$ cat src/rtl/codec_regs_pkg.sv
package codec_regs_pkg;
  localparam int WIN_BYTES  = 64;
  localparam int WORD_BYTES = 4;
  localparam int N_WORDS    = WIN_BYTES / WORD_BYTES;
  localparam int WORD_W     = 32;
  localparam int N_SLOTS    = 32;
  localparam int SLOT_W     = 8;
  localparam int WSEL_W     = $clog2(N_WORDS);
  localparam int BOFF_W     = $clog2(WORD_BYTES);
  localparam int ADDR_W     = WSEL_W + BOFF_W;
  localparam int IDX_W      = $clog2(N_SLOTS);

  // direct word roles
  localparam int WD_PTR  = 0;
  localparam int WD_PORT = 1;
  localparam int WD_LOCK = 2;
  localparam int WD_CTRL = 4;
  localparam logic [WORD_W-1:0] CTRL_KEEP = 32'h0000_007F;

  // indirect slot roles
  localparam int SL_HIDDEN  = 3;
  localparam int SL_FIXED_A = 11;
  localparam int SL_VER     = 12;
  localparam int SL_FIXED_B = 25;
  localparam logic [SLOT_W-1:0] CODEC_CODE = 8'h8A;
  localparam logic [SLOT_W-1:0] CHIP_CODE  = 8'hA0;
  localparam logic [SLOT_W-1:0] VER_OPEN   = 8'h40;

  function automatic logic [SLOT_W-1:0] slot_init(input int s);
    if (s == SL_VER)          return CODEC_CODE;
    else if (s == SL_FIXED_B) return CHIP_CODE;
    else                      return '0;
  endfunction
endpackage

$ cat src/rtl/codec_direct_bank.sv
module codec_direct_bank
  import codec_regs_pkg::*;
#(
  parameter int NW = N_WORDS,
  parameter int DW = WORD_W,
  localparam int SW = $clog2(NW)
) (
  input  logic                 clk,
  input  logic                 rst,
  input  logic                 soft_rst,
  input  logic                 we,
  input  logic [SW-1:0]        sel,
  input  logic [DW-1:0]        wdata,
  output logic [NW-1:0][DW-1:0] words
);
  for (genvar g = 0; g < NW; g++) begin : g_word
    localparam bit IS_CTRL  = (g == WD_CTRL);
    localparam bit WRITABLE = (g != WD_PORT) && (g != WD_LOCK);
    logic hit;
    assign hit = we && (sel == SW'(g));
    if (IS_CTRL) begin : g_ctrl
      always_ff @(posedge clk) begin
        if (rst)      words[g] <= '0;
        else if (hit) words[g] <= wdata & DW'(CTRL_KEEP);
      end
    end else if (WRITABLE) begin : g_rw
      always_ff @(posedge clk) begin
        if (rst || soft_rst) words[g] <= '0;
        else if (hit)        words[g] <= wdata;
      end
    end else begin : g_held
      always_ff @(posedge clk) begin
        if (rst || soft_rst) words[g] <= '0;
      end
    end
  end


  lock_word_zero_chk: assert property (@(posedge clk) disable iff (rst)
    words[WD_LOCK] == '0);

  ctrl_mask_chk: assert property (@(posedge clk) disable iff (rst)
    (we && sel == SW'(WD_CTRL)) |=> words[WD_CTRL] == ($past(wdata) & DW'(CTRL_KEEP)));

  soft_ptr_clear_chk: assert property (@(posedge clk) disable iff (rst)
    soft_rst |=> words[WD_PTR] == '0);
endmodule

$ cat src/rtl/codec_slot_bank.sv
module codec_slot_bank
  import codec_regs_pkg::*;
#(
  parameter int NS = N_SLOTS,
  parameter int SW = SLOT_W,
  localparam int IW = $clog2(NS)
) (
  input  logic                  clk,
  input  logic                  rst,
  input  logic                  clr,
  input  logic                  we,
  input  logic [IW-1:0]         idx,
  input  logic [SW-1:0]         wdata,
  output logic [NS-1:0][SW-1:0] slots
);
  for (genvar g = 0; g < NS; g++) begin : g_slot
    localparam bit FIXED = (g == SL_FIXED_A) || (g == SL_FIXED_B);
    localparam bit VER   = (g == SL_VER);
    localparam logic [SW-1:0] INIT = SW'(slot_init(g));
    logic hit;
    assign hit = we && (idx == IW'(g));
    if (FIXED) begin : g_fixed
      always_ff @(posedge clk) begin
        if (clr) slots[g] <= INIT;
      end
    end else if (VER) begin : g_ver
      always_ff @(posedge clk) begin
        if (clr)      slots[g] <= INIT;
        else if (hit) slots[g] <= (wdata & SW'(VER_OPEN)) | SW'(CODEC_CODE);
      end
    end else begin : g_plain
      always_ff @(posedge clk) begin
        if (clr)      slots[g] <= INIT;
        else if (hit) slots[g] <= wdata;
      end
    end
  end


  chip_code_chk: assert property (@(posedge clk) disable iff (rst)
    slots[SL_FIXED_B] == SW'(CHIP_CODE));

  ver_field_chk: assert property (@(posedge clk) disable iff (rst)
    (slots[SL_VER] & ~SW'(VER_OPEN)) == SW'(CODEC_CODE));

  fixed_slot_hold_chk: assert property (@(posedge clk) disable iff (rst)
    (we && !clr) |=> (slots[SL_FIXED_A] == $past(slots[SL_FIXED_A])) &&
                     (slots[SL_FIXED_B] == $past(slots[SL_FIXED_B])));

  plain_store_chk: assert property (@(posedge clk) disable iff (rst)
    (we && !clr && idx != IW'(SL_FIXED_A) && idx != IW'(SL_FIXED_B) &&
     idx != IW'(SL_VER)) |=> slots[$past(idx)] == $past(wdata));
endmodule

$ cat src/rtl/codec_regfile.sv
module codec_regfile
  import codec_regs_pkg::*;
(
  input  logic              clk,
  input  logic              rst,
  input  logic [ADDR_W-1:0] addr,
  input  logic              wr_en,
  input  logic [WORD_W-1:0] wr_data,
  output logic [WORD_W-1:0] rd_data
);
  logic [WSEL_W-1:0]               wsel;
  logic [IDX_W-1:0]                ptr;
  logic                            port_we;
  logic                            soft_rst;
  logic                            slot_clr;
  logic [N_WORDS-1:0][WORD_W-1:0]  words;
  logic [N_SLOTS-1:0][SLOT_W-1:0]  slots;
  logic                            unused_bits;

  assign wsel     = addr[ADDR_W-1:BOFF_W];
  assign ptr      = words[WD_PTR][IDX_W-1:0];
  assign port_we  = wr_en && !rst && (wsel == WSEL_W'(WD_PORT));
  assign soft_rst = wr_en && !rst && (wsel == WSEL_W'(WD_CTRL)) && wr_data[0];
  assign slot_clr = rst || soft_rst;
  assign unused_bits = ^{addr[BOFF_W-1:0], words[WD_PTR][WORD_W-1:IDX_W], words[WD_PORT]};

  codec_direct_bank #(.NW(N_WORDS), .DW(WORD_W)) u_direct (
    .clk(clk), .rst(rst), .soft_rst(soft_rst), .we(wr_en),
    .sel(wsel), .wdata(wr_data), .words(words)
  );

  codec_slot_bank #(.NS(N_SLOTS), .SW(SLOT_W)) u_slots (
    .clk(clk), .rst(rst), .clr(slot_clr), .we(port_we),
    .idx(ptr), .wdata(wr_data[SLOT_W-1:0]), .slots(slots)
  );

  always_comb begin
    if (wsel == WSEL_W'(WD_PORT)) begin
      if (ptr == IDX_W'(SL_HIDDEN)) rd_data = '0;
      else                          rd_data = WORD_W'(slots[ptr]);
    end else begin
      rd_data = words[wsel];
    end
  end


  hw_reset_ptr_chk: assert property (@(posedge clk)
    rst |=> words[WD_PTR] == '0 && slots[SL_VER] == CODEC_CODE);
endmodule

$ cat config.mk
export PLATFORM = sky130hd
export DESIGN_NAME = codec_regfile
export DESIGN_NICKNAME = d
export VERILOG_FILES = /design/src/rtl/codec_regs_pkg.sv /design/src/rtl/codec_direct_bank.sv /design/src/rtl/codec_slot_bank.sv /design/src/rtl/codec_regfile.sv
export SDC_FILE = /design/constraint.sdc
export NUM_CORES = 2
export LEC_CHECK = 0
export BUFFER_PORTS_ARGS = -buffer_cell sky130_fd_sc_hd__buf_2
export CELL_PAD_IN_SITES_DETAIL_PLACEMENT = 0
export CELL_PAD_IN_SITES_GLOBAL_PLACEMENT = 1
export CORE_ASPECT_RATIO = 1.1
export CORE_MARGIN = 2
export CORE_UTILIZATION = 23
export DETAILED_ROUTE_END_ITERATION = 8
export GPL_ROUTABILITY_DRIVEN = 0
export PLACE_DENSITY_LB_ADDON = 0.12
export SLEW_MARGIN = 20
export SYNTH_ARGS = -nofsm -noshare
export SYNTH_HDL_FRONTEND = slang
export SYNTH_SLANG_ARGS = --single-unit
$ cat constraint.sdc
create_clock -name clk -period 2.65 [get_ports clk]
set_clock_uncertainty 0.1 [all_clocks]
set_input_delay 0.265 -clock clk [delete_from_list [all_inputs] [get_ports clk]]
set_output_delay 0.265 -clock clk [all_outputs]
set_load 0.02 [all_outputs]
==> results.txt <==
The area of the core region came out at 125100 µm². The met1 demand-to-capacity share in global routing came out at 0.2222. Counting along the longest clock path gives a buffer depth of 3. In this design, the stage delay of the slowest critical-path cell is 0.52 ns. The number of nets in the final layout is 3452. The cell depth of the worst hold path is 3. The fraction of synthesis flops using an asynchronous set or reset pin came out at 0. The fraction of synthesized area in multiplexers came out at 0.1719. The top-level port count is 73.

The largest total area in the synthesized netlist belongs to sky130_fd_sc_hd__dfxtp_1. After synthesis, the largest family of logic cells by area is simple AND/OR/NAND/NOR gates. In the synthesized netlist, the cells that appear most often are 990 x sky130_fd_sc_hd__nand2_1, 656 x sky130_fd_sc_hd__dfxtp_1, 516 x sky130_fd_sc_hd__a21oi_1, 188 x sky130_fd_sc_hd__clkbuf_1, 153 x sky130_fd_sc_hd__nor2_1. Once placement completed, the tool counted placed cells totaling 4903.

The floorplan step set the die width to 342.9 µm. The critical path required time is 2.29 ns. The overall routing resource usage came out at 0.1751. The initial antenna violation count came out at 5.

In the global route stage, met2 resource usage came out at 0.3069. STA classifies the critical path endpoint as an output port. The post-placement cell area came out at 32150 µm².

Counting cells, the worst reg-to-reg path comes to 8. The number of nets with antenna violations after routing is 0. The critical path is of the register to output port type.

The wire length per cell is 22.29 µm. The power density over cell area is 657.7 nW/µm². Dividing the final minimum period by the clock period gives 1.195. Final hold analysis gives a worst-case slack of 0.05367 ns. The sum of routed wire length over all layers came out at 114500 µm. The slowest stage of the critical path belongs to the cell sky130_fd_sc_hd__mux4_2. The largest net degree at the start of global routing is 82.

After synthesis, the cell types taking the most area are sky130_fd_sc_hd__dfxtp_1 45%, sky130_fd_sc_hd__nand2_1 13%, sky130_fd_sc_hd__mux4_2 11%. The number of DRC violations after detailed routing is 0. The category of the worst setup path launch point is a register.

The per-instance average area after synthesis came out at 8.843 µm². The starting utilization of the core area came out at 0.2323. Data arrives at the worst endpoint at 2.80 ns.

The die covers 129200 µm². The met3 track demand over resource in global routing is 0.02459. The area share of the largest cell type after synthesis came out at 0.4521. From synthesis to final layout, the design area changed by 26.18%. The chip height came out at 376.7 µm. The number of H-tree levels is 3. The via count of the first global-routing pass came to 24627. The first TritonRoute pass finished after 5 iterations.

The number of sinks on the clock net is 656. The main flop type after synthesis is sky130_fd_sc_hd__dfxtp_1. Of the total synthesized cell area, the portion taken by AND, OR, NAND and NOR gates is 0.1843. The highest ir drop seen on vdd came out at 0.0004499 V.

Max-cap violations in this run came to 0. The hold violation count in the final report came out at 0. The cell area that synthesis handed to floorplanning was 29050 µm².

The slew of the pin with the lowest slew margin came out at 0.6335 ns. The worst-case setup margin in the final layout is -0.5163 ns. The top fanout value on the critical path came out at 4. The run finished, with violations left. The complex-gate fraction of the synthesized area is 0.1281. Row generation in the floorplan step produced 136 rows. The first-pass GRT wire length came out at 168400 µm. The via-per-instance ratio came out at 4.761. The xor-xnor portion of the synthesized cell area came out at 0. The count of different cell masters after synthesis is 55. In this run, synthesis produced a sequential element count of 656. The leakage power figure came out at 0.01311 µW.

The post-layout instance count excluding filler cells came out at 5137. The synthesized netlist net count came out at 3326. By instance count, the leading cell after synthesis is sky130_fd_sc_hd__nand2_1.

After global routing, the most crowded layer is met2. The achievable frequency came out at 315.8 MHz. The critical path goes through buf_12 -> mux4_2 -> nor2b_4 -> nor3_2 -> or4_4 -> a31o_4 -> buf_6. The residual overflow from global routing came out at 0. The number of buffers created by CTS came out at 84.

The final setup TNS came out at -3.614 ns. The worst hold path belongs to the class input port to register. The minimum clock period after layout came out at 3.166 ns. The number of buffer cells added on primary ports came out at 70.

The total count of max-transition violations in the final report is 0. The final reports fail on setup timing. Clock-pin slew was measured on the worst setup and hold paths at 0.06 ns.

The cell area after layout is 36660 µm². Setup repair after global routing could not meet its margin everywhere. The insertion delay of the later-clocked pin in the worst-skew pair is 0.65 ns.

In this run the tightest slew margin relative to its limit is 0.5772. The fraction of layout cells with a size suffix above 1 is 0.2207. The number of DRC markers in iteration 0 is 1661. The cell sitting at the root of the clock tree is a sky130_fd_sc_hd__clkbuf_16. Of the synthesized area, sequential elements account for 0.4521. The number of flops mapped to enable cells by yosys came out at 0.

The Yosys step of the flow raised 0 warnings. Setup violations remaining at the end of the flow were counted as 8. The HPWL after detailed placement is 72690 µm. TritonCTS built the clock tree. The instance count of the mapped netlist is 3285. The via count came out at 24457. Of the total synthesized cell area, the portion taken by full adders, half adders and majority gates is 0.
[area by class of cell]
| type | count | area (µm²) |
|---|---|---|
| Fill cell | 13097 | 88410 |
| Multi-Input combinational cell | 2305 | 14680 |
| Sequential cell | 656 | 13150 |
| Timing Repair Buffer | 359 | 3652 |
| Clock buffer | 120 | 2441 |
| Tap cell | 1656 | 2072 |
| Clock inverter | 35 | 639.4 |
| Inverter | 5 | 26.28 |
| Antenna cell | 1 | 2.502 |
[through the flow]
step | total power, µW | worst slack (ns) | utilization
final | 24110 | -0.5163 | 0.2931
after floorplan | 10990 | 0.1448 | -
after detailed placement | 11530 | -0.1010 | 0.2570
after global routing | 24950 | -0.5851 | 0.2931
after global placement | 11510 | -0.1891 | 0.2570
after CTS | 24520 | -0.5736 | 0.2897
[layer usage]
layer / vias to the layer above / part of all wire
li1: 11528 / -
met4: 6 / 0.023
met5: - / 0.00038
met3: 154 / 0.042
met1: 12203 / 0.44
met2: 566 / 0.50
[sequential cells by signal (all words and copies together) (netlist names)]
name	cells
u_direct.words	423
u_slots.slots	233
[report_power, final]
part           total (µW)  leakage [µW]  switching (µW)  internal, µW
Sequential           9990       0.00529            42.7          9940
Combinational        1380       0.00631             915           468
Clock               12700       0.00151            4670          8070
Total               24100        0.0131            5630         18500
[repair_timing]
item,in CTS,in global routing
hold buffers,32,0
gates resized for setup,74,41
cloned,3,1
endpoints found under the setup margin,8,9
setup buffers,23,20
pin swaps,22,24
endpoints found under the hold margin,350,0
[cell usage in the layout, fill, tap and decap left out, types with 5 or more instances in the layout]
master	instances
sky130_fd_sc_hd__nor3_2	6
sky130_fd_sc_hd__nand3_2	10
sky130_fd_sc_hd__buf_2	59
sky130_fd_sc_hd__clkbuf_8	15
sky130_fd_sc_hd__mux2_4	8
sky130_fd_sc_hd__nor2_1	139
sky130_fd_sc_hd__a21oi_2	22
sky130_fd_sc_hd__dlygate4sd3_1	32
sky130_fd_sc_hd__nand2_1	979
sky130_fd_sc_hd__mux4_2	137
sky130_fd_sc_hd__nor2_4	12
sky130_fd_sc_hd__a31o_4	7
sky130_fd_sc_hd__mux2_2	37
sky130_fd_sc_hd__buf_12	65
sky130_fd_sc_hd__nand2_2	9
sky130_fd_sc_hd__dfxtp_1	652
sky130_fd_sc_hd__a221oi_2	6
sky130_fd_sc_hd__buf_6	20
sky130_fd_sc_hd__clkbuf_16	88
sky130_fd_sc_hd__a22o_1	57
sky130_fd_sc_hd__a221oi_4	5
sky130_fd_sc_hd__bufinv_16	17
sky130_fd_sc_hd__nand3_1	127
sky130_fd_sc_hd__o211ai_1	7
sky130_fd_sc_hd__clkinv_2	11
sky130_fd_sc_hd__a21oi_1	514
sky130_fd_sc_hd__mux2i_1	138
sky130_fd_sc_hd__clkbuf_1	19
sky130_fd_sc_hd__buf_4	174
[path summary, 6_finish.rpt]
| check | from | end | slack [ns] |
|---|---|---|---|
| worst min-delay path | wr_data[1] | u_direct.words[1] | 0.05 |
| worst max register to register | u_direct.words[3] | u_slots.slots[144] | 0.16 |
| worst min register to register | u_slots.slots[118] | u_slots.slots[118] | 0.35 |
| worst max-delay path | u_direct.words[0] | rd_data[5] | -0.52 |
[critical path: cells and delay by family (launching register included)]
family	cells	cell delay (ns)
AO/OA/AOI/OAI	1	0.27
buffers and inverters	2	0.27
flip-flops	1	0.42
multiplexers	1	0.52
AND/OR/NAND/NOR	3	0.69
[cell families after synthesis]
family / after synthesis
muxes: 322
DFF: 656
AOI/OAI and AO/OA: 649
and+or+nand+nor: 1334
buffers and inverters: 324
No activity file was read; power rests on OpenSTA's default activity.
